===== src/rtl/scl_pkg.sv =====
package scl_pkg;

  localparam int PIX_W = 5;
  localparam int COL_W = 4;

  // roles of the bits inside one source pixel
  localparam int BIT_R  = 0;
  localparam int BIT_G  = 1;
  localparam int BIT_B  = 2;
  localparam int BIT_HI = 3;
  localparam int BIT_LO = 4;

  localparam logic [COL_W-1:0] LVL_OFF = 4'h0;
  localparam logic [COL_W-1:0] LVL_DIM = 4'h5;
  localparam logic [COL_W-1:0] LVL_MID = 4'hA;
  localparam logic [COL_W-1:0] LVL_TOP = 4'hF;

  typedef struct packed {
    logic [COL_W-1:0] r;
    logic [COL_W-1:0] g;
    logic [COL_W-1:0] b;
  } rgb_t;

  function automatic logic [COL_W-1:0] level(input logic on, input logic [PIX_W-1:0] p);
    logic [COL_W-1:0] l;
    if (!on)           l = LVL_OFF;
    else if (p[BIT_LO]) l = LVL_DIM;
    else if (p[BIT_HI]) l = LVL_TOP;
    else               l = LVL_MID;
    return l;
  endfunction

  function automatic rgb_t palette(input logic [PIX_W-1:0] p);
    rgb_t c;
    c.r = level(p[BIT_R], p);
    c.g = level(p[BIT_G], p);
    c.b = level(p[BIT_B], p);
    return c;
  endfunction

endpackage


===== src/rtl/scl_timing.sv =====
module scl_timing #(
  parameter int H_VIS  = 1280,
  parameter int H_FP   = 48,
  parameter int H_SYNC = 112,
  parameter int H_BP   = 248,
  parameter int V_VIS  = 1024,
  parameter int V_FP   = 1,
  parameter int V_SYNC = 3,
  parameter int V_BP   = 38,
  parameter int PH_LEN = 12,
  parameter int HW     = 11,
  parameter int VW     = 11,
  parameter int PW     = 4
) (
  input  logic          clk_i,
  input  logic          rst_ni,
  output logic [HW-1:0] h_o,
  output logic [VW-1:0] v_o,
  output logic [PW-1:0] ph_o,
  output logic          vis_o,
  output logic          hs_o,
  output logic          vs_o
);

  localparam int H_TOT = H_VIS + H_FP + H_SYNC + H_BP;
  localparam int V_TOT = V_VIS + V_FP + V_SYNC + V_BP;
  localparam logic [HW-1:0] H_LAST  = HW'(H_TOT - 1);
  localparam logic [VW-1:0] V_LAST  = VW'(V_TOT - 1);
  localparam logic [HW-1:0] HS_BEG  = HW'(H_VIS + H_FP);
  localparam logic [HW-1:0] HS_END  = HW'(H_VIS + H_FP + H_SYNC);
  localparam logic [VW-1:0] VS_BEG  = VW'(V_VIS + V_FP);
  localparam logic [VW-1:0] VS_END  = VW'(V_VIS + V_FP + V_SYNC);
  localparam logic [PW-1:0] PH_LAST = PW'(PH_LEN - 1);

  logic [HW-1:0] h_q, h_d;
  logic [VW-1:0] v_q, v_d;
  logic [PW-1:0] ph_q, ph_d;

  always_comb begin
    h_d  = h_q + HW'(1);
    v_d  = v_q;
    ph_d = (ph_q == PH_LAST) ? '0 : ph_q + PW'(1);
    if (h_q == H_LAST) begin
      h_d  = '0;
      ph_d = '0;
      v_d  = (v_q == V_LAST) ? '0 : v_q + VW'(1);
    end
  end

  always_ff @(posedge clk_i or negedge rst_ni) begin
    if (!rst_ni) begin
      h_q  <= '0;
      v_q  <= '0;
      ph_q <= '0;
    end else begin
      h_q  <= h_d;
      v_q  <= v_d;
      ph_q <= ph_d;
    end
  end

  assign h_o   = h_q;
  assign v_o   = v_q;
  assign ph_o  = ph_q;
  assign vis_o = (h_q < HW'(H_VIS)) && (v_q < VW'(V_VIS));
  assign hs_o  = (h_q >= HS_BEG) && (h_q < HS_END);
  assign vs_o  = (v_q >= VS_BEG) && (v_q < VS_END);

endmodule


===== src/rtl/scl_fetch.sv =====
module scl_fetch #(
  parameter int H_VIS  = 1280,
  parameter int V_VIS  = 1024,
  parameter int V_TOT  = 1066,
  parameter int SCALE  = 4,
  parameter int WPL    = 107,
  parameter int ADDR_W = 16,
  parameter int HW     = 11,
  parameter int VW     = 11
) (
  input  logic              run_i,
  input  logic [HW-1:0]     h_i,
  input  logic [VW-1:0]     v_i,
  output logic              req_o,
  output logic [ADDR_W-1:0] addr_o
);

  localparam int SH = $clog2(SCALE);
  localparam logic [VW-1:0] V_LAST = VW'(V_TOT - 1);

  logic [VW-1:0] next_line;
  logic [VW-1:0] src_line;
  logic [31:0]   prod;

  always_comb begin
    next_line = (v_i == V_LAST) ? '0 : v_i + VW'(1);
    src_line  = next_line >> SH;
    prod      = 32'(src_line) * 32'(WPL);
    addr_o    = prod[ADDR_W-1:0];
    req_o     = run_i && (h_i == HW'(H_VIS)) && (next_line < VW'(V_VIS));
  end

endmodule


===== src/rtl/scl_pixel.sv =====
module scl_pixel
  import scl_pkg::*;
#(
  parameter int PPW   = 3,
  parameter int SCALE = 4,
  parameter int PW    = 4,
  localparam int PK_W = PPW * PIX_W
) (
  input  logic            clk_i,
  input  logic            rst_ni,
  input  logic            run_i,
  input  logic            vis_i,
  input  logic [PW-1:0]   ph_i,
  input  logic            hs_i,
  input  logic            vs_i,
  input  logic [PK_W-1:0] word_i,
  output logic            pop_o,
  output logic            hs_o,
  output logic            vs_o,
  output rgb_t            rgb_o
);

  localparam int SH = $clog2(SCALE);

  logic [PK_W-1:0]  word_q, word_d;
  logic [PK_W-1:0]  cur_word;
  logic [PIX_W-1:0] slot [PPW];
  logic [PIX_W-1:0] pix;
  logic [PW-1:0]    sel;
  logic             pop;
  rgb_t             rgb_d;

  assign pop      = run_i && vis_i && (ph_i == '0);
  assign cur_word = pop ? word_i : word_q;
  assign sel      = ph_i >> SH;

  for (genvar g = 0; g < PPW; g++) begin : g_slot
    assign slot[g] = cur_word[g*PIX_W +: PIX_W];
  end

  always_comb begin
    pix = '0;
    for (int i = 0; i < PPW; i++) begin
      if (sel == PW'(i)) pix = slot[i];
    end
    rgb_d  = vis_i ? palette(pix) : '0;
    word_d = word_q;
    if (pop) word_d = word_i;
  end

  always_ff @(posedge clk_i or negedge rst_ni) begin
    if (!rst_ni) begin
      word_q <= '0;
      hs_o   <= 1'b0;
      vs_o   <= 1'b0;
      rgb_o  <= '0;
    end else begin
      word_q <= word_d;
      hs_o   <= hs_i;
      vs_o   <= vs_i;
      rgb_o  <= rgb_d;
    end
  end

  assign pop_o = pop;

endmodule


===== src/rtl/scl_vga_out.sv =====
module scl_vga_out
  import scl_pkg::*;
#(
  parameter int H_VIS  = 1280,
  parameter int H_FP   = 48,
  parameter int H_SYNC = 112,
  parameter int H_BP   = 248,
  parameter int V_VIS  = 1024,
  parameter int V_FP   = 1,
  parameter int V_SYNC = 3,
  parameter int V_BP   = 38,
  parameter int SCALE  = 4,
  parameter int PPW    = 3,
  parameter int ADDR_W = 16,
  localparam int WORD_W = PPW * PIX_W + ADDR_W
) (
  input  logic              clk_i,
  input  logic              rst_ni,
  output logic              req_valid_o,
  output logic [ADDR_W-1:0] req_addr_o,
  output logic              fifo_pop_o,
  input  logic [WORD_W-1:0] fifo_word_i,
  output logic              hsync_o,
  output logic              vsync_o,
  output logic [COL_W-1:0]  red_o,
  output logic [COL_W-1:0]  green_o,
  output logic [COL_W-1:0]  blue_o
);

  localparam int H_TOT  = H_VIS + H_FP + H_SYNC + H_BP;
  localparam int V_TOT  = V_VIS + V_FP + V_SYNC + V_BP;
  localparam int SRC_W  = H_VIS / SCALE;
  localparam int WPL    = (SRC_W + PPW - 1) / PPW;
  localparam int PH_LEN = SCALE * PPW;
  localparam int PK_W   = PPW * PIX_W;
  localparam int HW     = $clog2(H_TOT);
  localparam int VW     = $clog2(V_TOT);
  localparam int PW     = $clog2(PH_LEN);

  // reset: asserted at once, released after two clock edges
  logic [1:0] rs_q;
  logic       rst_sync_n;

  always_ff @(posedge clk_i or negedge rst_ni) begin
    if (!rst_ni) rs_q <= '0;
    else         rs_q <= {rs_q[0], 1'b1};
  end
  assign rst_sync_n = rs_q[1];

  logic [HW-1:0] h_cnt;
  logic [VW-1:0] v_cnt;
  logic [PW-1:0] phase;
  logic          vis;
  logic          hs_raw;
  logic          vs_raw;
  rgb_t          rgb;
  logic          unused_addr_bits;

  assign unused_addr_bits = ^fifo_word_i[WORD_W-1:PK_W];

  scl_timing #(
    .H_VIS(H_VIS), .H_FP(H_FP), .H_SYNC(H_SYNC), .H_BP(H_BP),
    .V_VIS(V_VIS), .V_FP(V_FP), .V_SYNC(V_SYNC), .V_BP(V_BP),
    .PH_LEN(PH_LEN), .HW(HW), .VW(VW), .PW(PW)
  ) u_timing (
    .clk_i (clk_i),
    .rst_ni(rst_sync_n),
    .h_o   (h_cnt),
    .v_o   (v_cnt),
    .ph_o  (phase),
    .vis_o (vis),
    .hs_o  (hs_raw),
    .vs_o  (vs_raw)
  );

  scl_fetch #(
    .H_VIS(H_VIS), .V_VIS(V_VIS), .V_TOT(V_TOT), .SCALE(SCALE),
    .WPL(WPL), .ADDR_W(ADDR_W), .HW(HW), .VW(VW)
  ) u_fetch (
    .run_i (rst_sync_n),
    .h_i   (h_cnt),
    .v_i   (v_cnt),
    .req_o (req_valid_o),
    .addr_o(req_addr_o)
  );

  scl_pixel #(
    .PPW(PPW), .SCALE(SCALE), .PW(PW)
  ) u_pixel (
    .clk_i (clk_i),
    .rst_ni(rst_sync_n),
    .run_i (rst_sync_n),
    .vis_i (vis),
    .ph_i  (phase),
    .hs_i  (hs_raw),
    .vs_i  (vs_raw),
    .word_i(fifo_word_i[PK_W-1:0]),
    .pop_o (fifo_pop_o),
    .hs_o  (hsync_o),
    .vs_o  (vsync_o),
    .rgb_o (rgb)
  );

  assign red_o   = rgb.r;
  assign green_o = rgb.g;
  assign blue_o  = rgb.b;

endmodule


===== config.mk =====
export PLATFORM = sky130hd
export DESIGN_NAME = scl_vga_out
export DESIGN_NICKNAME = d
export VERILOG_FILES = /design/src/rtl/scl_pkg.sv /design/src/rtl/scl_timing.sv /design/src/rtl/scl_fetch.sv /design/src/rtl/scl_pixel.sv /design/src/rtl/scl_vga_out.sv
export SDC_FILE = /design/constraint.sdc
export NUM_CORES = 1
export LEC_CHECK = 0
export BUFFER_PORTS_ARGS = -buffer_cell sky130_fd_sc_hd__buf_2
export CAP_MARGIN = 20
export CORE_MARGIN = 2
export CORE_UTILIZATION = 30
export DETAILED_ROUTE_END_ITERATION = 10
export PLACE_DENSITY_LB_ADDON = 0.2
export SLEW_MARGIN = 15
export SYNTH_ARGS = -nofsm -noshare
export SYNTH_HDL_FRONTEND = slang
export SYNTH_SLANG_ARGS = --single-unit

===== constraint.sdc =====
create_clock -name clk_i -period 12.7 [get_ports clk_i]
set_input_delay 2.54 -clock clk_i [delete_from_list [all_inputs] [get_ports clk_i]]
set_output_delay 2.54 -clock clk_i [all_outputs]
set_load 0.01 [all_outputs]

==> metrics.cfg, run 1 <==
[placed_design]
place_congestion = 0.778
dp_hpwl_mm = 6.35
io_buffer_count = 48
dp.cells = 627
placed_area_sq_um = 4430
place_ws_ps = 4760

[synth]
synthTopCellsByArea = dfrtp_1 32%, ha_1 15%, fa_1 7.4%
netlist_top_cells_count = 51 x dfrtp_1, 48 x ha_1, 41 x inv_1, 37 x nor2_1, 25 x nand2_1
ys_types = 58
synth_seq_area_share_pct = 31.5
synth.avg_cell_area_sq_um = 9.67
synth_cells = 419
synth_most_common_cell = dfrtp_1
syn-cell-area_sq_um = 4050
synth_flop_cell = dfrtp_1
ys_seq_elements = 51
synth_top_area_share_pct = 31.5
syn_nets = 515
synth-edff-count = 0
yosys.area.top_type = dfrtp_1
async_flop_share_pct = 100
ys_warn_count = 0

[global_routing]
grt_pass1_wl_mm = 13.8
antenna_found_initial = 0
grt_pass1_vias = 2955
track_usage_pct = 11.6
grt_overflow = 0
grt_start_max_net_pins = 33

[critical_path]
reg2reg_depth = 7
critPathLaunch = u_timing.v_o[0]
r2r-start = rs_q[1]
worstPathRequired_ps = 10160
cp_cell_sequence = ha_1 -> nand3_1 -> nor3_1 -> xor2_1 -> ha_1 -> fa_1 -> fa_1 -> inv_1 -> fa_1 -> inv_1 -> ha_1 -> a211oi_1 -> o21ai_0 -> a221oi_1 -> nand3b_1 -> o211ai_1 -> buf_2
worstSetupEndpointType = output port
crit_path_max_incr_delay_ps = 540
worstSetupPathType = flip-flop to output port
critical_path.endpoint = req_addr_o[15]
cp_max_fo = 8
cp-start-kind = flip-flop
r2r_slack_ps = 10110
reg2reg_to = u_pixel.rgb_o[9]
slowest_stage = fa_1
cp.arrival_ps = 5630

[route]
num_vias = 2966
wl_mm = 8.06
drc_errors = 0
drtAntennaViolNets = 0
wl_per_cell_um = 12.7
routed_via_density = 4.67
drt-initial-drc-count = 116
drt_pass1_iterations = 4

[die]
io_pins = 65
die_y_um = 120
start_util_pct = 30.7
die_area_sq_um = 14500
die_w_um = 120
rows = 42
coreArea_sq_um = 13200

[final_layout]
finalNonFillerCells = 635
ff_latch_area_sq_um = 1280
n_antenna_cell = 0
multi_input_area_sq_um = 2520
syn_to_final_growth_pct = 13.3
nets = 554
utilization_pct = 34.8
postLayoutCellArea_sq_um = 4590
drive_above_1_share_pct = 18.1
fillCellCount = 1381

[power]
powerDensity_nw_per_um2 = 72.9
p_leak_nw = 2.33
peakVddDrop_uv = 68.6
total_power_uw = 335

[sta]
tns_ps = 0
grt_setup_unrepaired = no
setup_viol = 0
maxSlewHeadroom_pct = 35.2
clock_skew_ps = 6.24
fmax_mhz = 122
finalMaxSlewViolations = 0
setup_ws_ps = 4530
holdWs_ps = 225
hold_violations = 0
worst_pin_slew_ps = 964
period_needed_ps = 8170
finalCritPeriodShare_pct = 64.3

[cts]
cts_setup_buffers = 0
clockBufferDepth = 2
cts_resized = 0
root_buffer = clkbuf_16
cts_hold_buf = 0
htree_num_levels = 2
clkTransAtPathRegs_ps = 60
cts_tree = yes
cts_inserted_buffers = 5
clkSinkCount = 51
insertion_delay_ps = 290

[outcome]
outcome = completed

[run]
drv_cap = 0

[min_path]
hold_path.class = flip-flop to asynchronous set/reset pin

## critical path, delay by kind of cell (launching register included)
kind	cells	cell delay (ps)
xor gates and xnor gates	1	500
adders and majority gates	6	2310
and+or+nand+nor	3	750
DFF	1	430
AOI/OAI and AO/OA	4	1090
buffers and inverters	3	260
## sequential cells by signal (all words and copies together) (netlist names)
register	flops
u_pixel.word_q	15
u_timing.h_o	11
u_timing.v_o	11
u_pixel.rgb_o	6
u_timing.ph_o	4
rs_q	2
u_pixel.hs_o	1
u_pixel.vs_o	1
## logic make-up after synthesis
group,share of synthesized area (%)
flip-flops,31.5
AND/OR/NAND/NOR,16.1
buffers and inverters,6.21
multiplexers,5.22
XOR/XNOR,7.57
other,0.0926
AO/OA/AOI/OAI,11.1
adder cells (fa/ha/maj),22.2
## metal layers
layer | part of all wire (%) | up-vias | track usage, %
met5 | 0 | - | 0
met4 | 0.97 | 0 | 2.91
met3 | 2.3 | 9 | 1.42
met2 | 51 | 34 | 20.6
met1 | 46 | 1401 | 14.9
li1 | - | 1522 | -
## worst min-delay path by stage
stage / start / to / slack [ps] / depth (start not counted)
2_1_floorplan: rs_q[0] / rs_q[1] / 330 / 0
3_5_place_dp: rs_q[1] / u_timing.h_o[1] / 240 / 0
3_3_place_gp: rs_q[1] / u_timing.h_o[1] / 240 / 0
5_1_grt: rs_q[1] / u_timing.h_o[3] / 270 / 0
4_1_cts: rs_q[1] / u_timing.h_o[1] / 250 / 0
6_report: rs_q[1] / u_timing.h_o[1] / 220 / 0
## power breakdown
group          switching, mW  internal (mW)
Sequential           0.00439          0.169
Combinational         0.0107         0.0105
Clock                 0.0559         0.0837
Total                 0.0710          0.264
## layout by cell type (no fill, tap or decap), drive strengths merged, types with 2 or more instances in the layout
cell / count
dfrtp: 51
buf: 50
ha: 48
inv: 41
nor2: 38
nand2: 25
o21ai: 22
xnor2: 20
mux2: 17
xor2: 15
fa: 15
a21oi: 12
nand3: 9
nor3: 7
clkbuf: 7
nand4: 6
nand3b: 5
or3: 5
nand2b: 5
a211oi: 4
a31oi: 4
and3: 4
nor4: 4
a21o: 3
and2: 3
nor2b: 3
a22o: 3
o31ai: 2
a22oi: 2
o211ai: 2
o311ai: 2
o22ai: 2
or4: 2
mux2i: 2
o21a: 2
## layout make-up
cell class / count / share of cell area (%)
multi-input combinational: 309 / 55.0
sequential: 51 / 27.8
timing repair buffer: 50 / 5.56
tap: 176 / 4.80
inverter: 41 / 3.35
clock buffer: 7 / 3.33
clock inverter: 1 / 0.164
Power figures use the tool's default switching activity.
==> run 2, diff against run 1 <==
Clock period 12.7 ns to 7.2 ns, I/O delays scaled along.
==> run 2 against run 1 <==
- global-route usage down 0.47 points
- routed wire length fell by 1.1%
- clock-buffer cell count shrank 2
- final area is 0.49% higher
- clock power is 59% higher
- die area is the same
- critical path depth up 2
- sequential power rose by 76%
- non-clock buffer count rose by 5
- cell count up 0.63%
- combinational power increased by 76%
- first-iteration DRC count grew 9.5%
- critical path type unchanged
- critical endpoint unchanged
- largest power group unchanged
- highest routed layer unchanged
==> metrics.cfg, run 2 (synthesis results as in run 1) <==
[outcome]
outcome = completed

[die]
io_pins = 65
die_y_um = 120
die_area_sq_um = 14500
die_w_um = 120
coreArea_sq_um = 13200
start_util_pct = 30.7
rows = 42

[sta]
finalMaxSlewViolations = 0
period_needed_ps = 6760
finalCritPeriodShare_pct = 93.9
tns_ps = 0
clock_skew_ps = 3.91
setup_viol = 0
holdWs_ps = 220
fmax_mhz = 148
worst_pin_slew_ps = 922
hold_violations = 0
maxSlewHeadroom_pct = 38.1
grt_setup_unrepaired = no
setup_ws_ps = 441

[global_routing]
top_usage_layer = met2
groute.layer.met2.usage_pct = 18.4
grt_overflow = 0
grt_use_met3_pct = 1.51
grt_start_max_net_pins = 33
antenna_found_initial = 0
track_usage_pct = 11.1
grt_pass1_wl_mm = 13.3
grt_pass1_vias = 2854
use_met1_pct = 15.3

[cts]
clkTransAtPathRegs_ps = 60
clockBufferDepth = 2
root_buffer = clkbuf_16
cts_setup_buffers = 0
htree_num_levels = 2
cts_hold_buf = 0
clkSinkCount = 51
cts_resized = 0
cts_tree = yes
insertion_delay_ps = 280
cts_inserted_buffers = 5

[route]
drt-initial-drc-count = 127
wl_mm = 7.97
drc_errors = 0
drtAntennaViolNets = 0
drt_pass1_iterations = 4
routed_via_density = 4.72
num_vias = 3018
wl_per_cell_um = 12.5

[placed_design]
io_buffer_count = 48
dp.cells = 632
dp_hpwl_mm = 6.35
place_ws_ps = 576
placed_area_sq_um = 4470
place_congestion = 0.779

[power]
p_leak_nw = 2.35
peakVddDrop_uv = 92.3
powerDensity_nw_per_um2 = 123
total_power_uw = 566
swShare_pct = 21.5
seq_power_share_pct = 54.1
switchingPower_uw = 122
combPwrFrac_pct = 6.6
p_int_uw = 444
pwr-share-clk_pct = 39.2

[final_layout]
final_common_cell = dfrtp_1
ff_latch_area_sq_um = 1280
final_cell_mix = 50 x dfrtp_1, 48 x ha_1, 48 x buf_2
regMostFlops = u_pixel.word_q
largest_reg_flops = 15
finalNonFillerCells = 639
syn_to_final_growth_pct = 13.9
multi_input_area_sq_um = 2530
fillCellCount = 1366
nets = 559
drive_above_1_share_pct = 19.0
utilization_pct = 35.0
n_antenna_cell = 0
postLayoutCellArea_sq_um = 4610

[run]
drv_cap = 0

[critical_path]
worstSetupPathType = flip-flop to output port
worstSetupEndpointType = output port
cp_max_fo = 8
worstPathRequired_ps = 5760
cp.arrival_ps = 5320
cp-start-kind = flip-flop

[min_path]
hold_path.class = flip-flop to asynchronous set/reset pin

## run 2: changes by cell type in the layout (fill, tap and decap cells not counted)
cell	delta
clkinvlp_4	-1
buf_4	+5
clkbuf_8	-2
a221oi_1	-1
a221oi_2	+1
clkinv_2	+1
clkinv_4	+1
## run 2: routing by layer
metal	part of all wire, %	up-vias
met5	0	-
met4	1.9	0
met3	2.5	11
met2	48	42
met1	47	1429
li1	-	1536
## run 2: worst max-delay path, cell delays in order, from the launching register on
cell and delay, ps:
dfrtp_1 450, nand3_1 220, nor2_1 180, and3_1 270, and3_1 230, xor2_1 80, buf_4 160, ha_1 270
inv_1 40, fa_1 470, inv_1 50, fa_1 560, fa_1 430, ha_1 420, a211oi_1 300, o21ai_0 160
a221oi_2 370, nand3b_1 120, o211ai_1 90, buf_2 150
## run 2: power groups by stage
stage	registers (mW)	logic, mW	clock network (mW)
floorplan	0.314	0.0227	0
global placement	0.312	0.0379	0
detailed placement	0.312	0.0383	0
CTS	0.307	0.0384	0.234
global route	0.308	0.0426	0.247
finish	0.306	0.0375	0.222
## run 2: final timing paths
kind / to / cells after the start / slack [ps] / startpoint
max: req_addr_o[15] / 19 / 440 / u_timing.v_o[2]
min: u_timing.h_o[1] / 0 / 220 / rs_q[1]
max reg2reg: u_pixel.rgb_o[9] / 7 / 4640 / rs_q[1]
min reg2reg: u_timing.h_o[1] / 0 / 220 / rs_q[1]
max in group asynchronous: rs_q[1] / 1 / 6170 / rst_ni
min in group clk_i: rs_q[1] / 0 / 360 / rs_q[0]
## run 2: area by class of cell
type	instances	share of cell area, %
repair buffers	55	6.35
inverters	41	3.34
well taps	176	4.77
clock inverters	2	0.298
multi-input cells	309	54.8
clock buffers	5	2.71
flip-flops and latches	51	27.7
==> run 3, diff against run 2 <==
Settings changed: CORE_UTILIZATION 30 to 40, CTS_CLUSTER_SIZE from default to 12.
==> run 3 against run 2 <==
- hold slack lost 23 ps
- worst setup slack lost 170 ps
- via count grew 0.30%
- clock power shrank 8%
- register-to-register slack lost 70 ps
- die area shrank 24%
- cell count shrank 6.7%
- global-route usage grew 3.4 points
- sequential power is essentially flat
- sequential share of layout area grew 0.43 points
- critical path depth shrank 3
- clock skew grew 3.5 ps
- critical endpoint is now req_addr_o[14]
==> metrics.cfg, run 3 (synthesis results as in run 1) <==
[global_routing]
antenna_found_initial = 0
grt_pass1_wl_mm = 13.5
grt_start_max_net_pins = 36
track_usage_pct = 14.5
grt_overflow = 0
grt_pass1_vias = 2930

[cts]
insertion_delay_ps = 300
cts_hold_buf = 0
clkSinkCount = 51
cts_setup_buffers = 0
cts_resized = 0
htree_num_levels = 2
cts_tree = yes
clockBufferDepth = 2
root_buffer = clkbuf_8
clkTransAtPathRegs_ps = 100
cts_inserted_buffers = 5

[outcome]
outcome = completed

[die]
die_y_um = 105
rows = 36
die_area_sq_um = 10900
coreArea_sq_um = 9820
die_w_um = 105
io_pins = 65
start_util_pct = 41.3

[power]
p_leak_nw = 2.33
p_int_uw = 422
powerDensity_nw_per_um2 = 121
switchingPower_uw = 127
seq_power_share_pct = 55.7
swShare_pct = 23.1
combPwrFrac_pct = 6.9
pwr-share-clk_pct = 37.4
peakVddDrop_uv = 105

[critical_path]
reg2reg_depth = 7
path_depth = 16
worstSetupEndpointType = output port
path_buf_inv = 3
cp_common_cell = ha_1
cp_top_family = adder cells
worstPathRequired_ps = 5760
slowest_stage = or4b_4
cp-start-kind = flip-flop
worstSetupPathType = flip-flop to output port
cp_cell_sequence = or4b_4 -> nor3_1 -> o21ai_1 -> ha_1 -> ha_1 -> inv_1 -> fa_1 -> inv_1 -> fa_1 -> ha_1 -> nand2_1 -> o21ai_0 -> a31oi_1 -> nor4bb_1 -> or3_1 -> buf_2
cp_max_fo = 7
crit_path_max_incr_delay_ps = 590
cp.arrival_ps = 5490

[route]
wl_mm = 7.79
drtAntennaViolNets = 0
num_vias = 3027
drt-initial-drc-count = 98
routed_via_density = 5.08
drt_pass1_iterations = 4
wl_per_cell_um = 13.1
drc_errors = 0

[placed_design]
dp.cells = 588
io_buffer_count = 48
placed_area_sq_um = 4410
dp_hpwl_mm = 6.11
place_congestion = 0.834

[min_path]
hold_path.class = flip-flop to asynchronous set/reset pin

[sta]
maxSlewHeadroom_pct = 41.1
tns_ps = 0
clock_skew_ps = 7.39
period_needed_ps = 6930
finalCritPeriodShare_pct = 96.3
fmax_mhz = 144
setup_viol = 0
finalMaxSlewViolations = 0
worst_pin_slew_ps = 877
hold_violations = 0

[final_layout]
finalNonFillerCells = 596
final_cell_mix = 50 x dfrtp_1, 48 x ha_1, 48 x buf_2
final_common_cell = dfrtp_1
fillCellCount = 957
nets = 558
drive_above_1_share_pct = 19.4
multi_input_area_sq_um = 2540
n_antenna_cell = 0
postLayoutCellArea_sq_um = 4540
ff_latch_area_sq_um = 1280
regMostFlops = u_pixel.word_q
syn_to_final_growth_pct = 12.1
largest_reg_flops = 15

[run]
drv_cap = 0

-- run 3: cell count changes in the layout (fill, tap and decap cells not counted), sizes merged --
cell | before | now
clkinv | 2 | 0
buf | 55 | 54
inv | 41 | 42
bufinv | 0 | 1
clkinvlp | 0 | 1
-- run 3: worst paths after layout --
check	from	endpoint	slack (ps)
worst max-delay path	u_timing.v_o[9]	req_addr_o[14]	270
worst min-delay path	rs_q[1]	u_timing.h_o[7]	200
worst max register to register	rs_q[1]	u_pixel.rgb_o[1]	4570
worst min register to register	rs_q[1]	u_timing.h_o[7]	200
max in group asynchronous	rst_ni	rs_q[1]	6200
min in group clk_i	rs_q[0]	rs_q[1]	360
-- run 3: stage by stage --
step	hold WS, ps	power [mW]	util (%)	worst slack [ps]
after floorplan	331	0.337	-	975
after CTS	227	0.557	46.0	150
after global placement	205	0.349	44.9	554
final	197	0.549	46.3	269
after global routing	244	0.572	46.3	-4.43
after detailed placement	208	0.351	44.9	520
-- run 3: power by group through the flow --
stage	Sequential, mW	Combinational [mW]	Clock (mW)
finish	0.306	0.0378	0.205
detailed placement	0.312	0.0387	0
CTS	0.306	0.0389	0.212
floorplan	0.314	0.0227	0
global route	0.308	0.0425	0.222
global placement	0.311	0.0382	0
-- run 3: area by class of cell --
class	count	share of cell area [%]
Multi-Input combinational cell	309	56.0
Sequential cell	51	28.1
Timing Repair Buffer	54	6.28
Tap cell	133	3.66
Inverter	41	3.39
Clock buffer	5	1.52
Clock inverter	3	1.02
-- run 3: layer usage --
| metal | share of wire, % | global-route usage (%) | vias up |
|---|---|---|---|
| met5 | 0 | 0 | - |
| met4 | 0.58 | 2.67 | 0 |
| met3 | 2.6 | 2.37 | 4 |
| met2 | 46 | 22.7 | 29 |
| met1 | 51 | 21.2 | 1461 |
| li1 | - | - | 1533 |
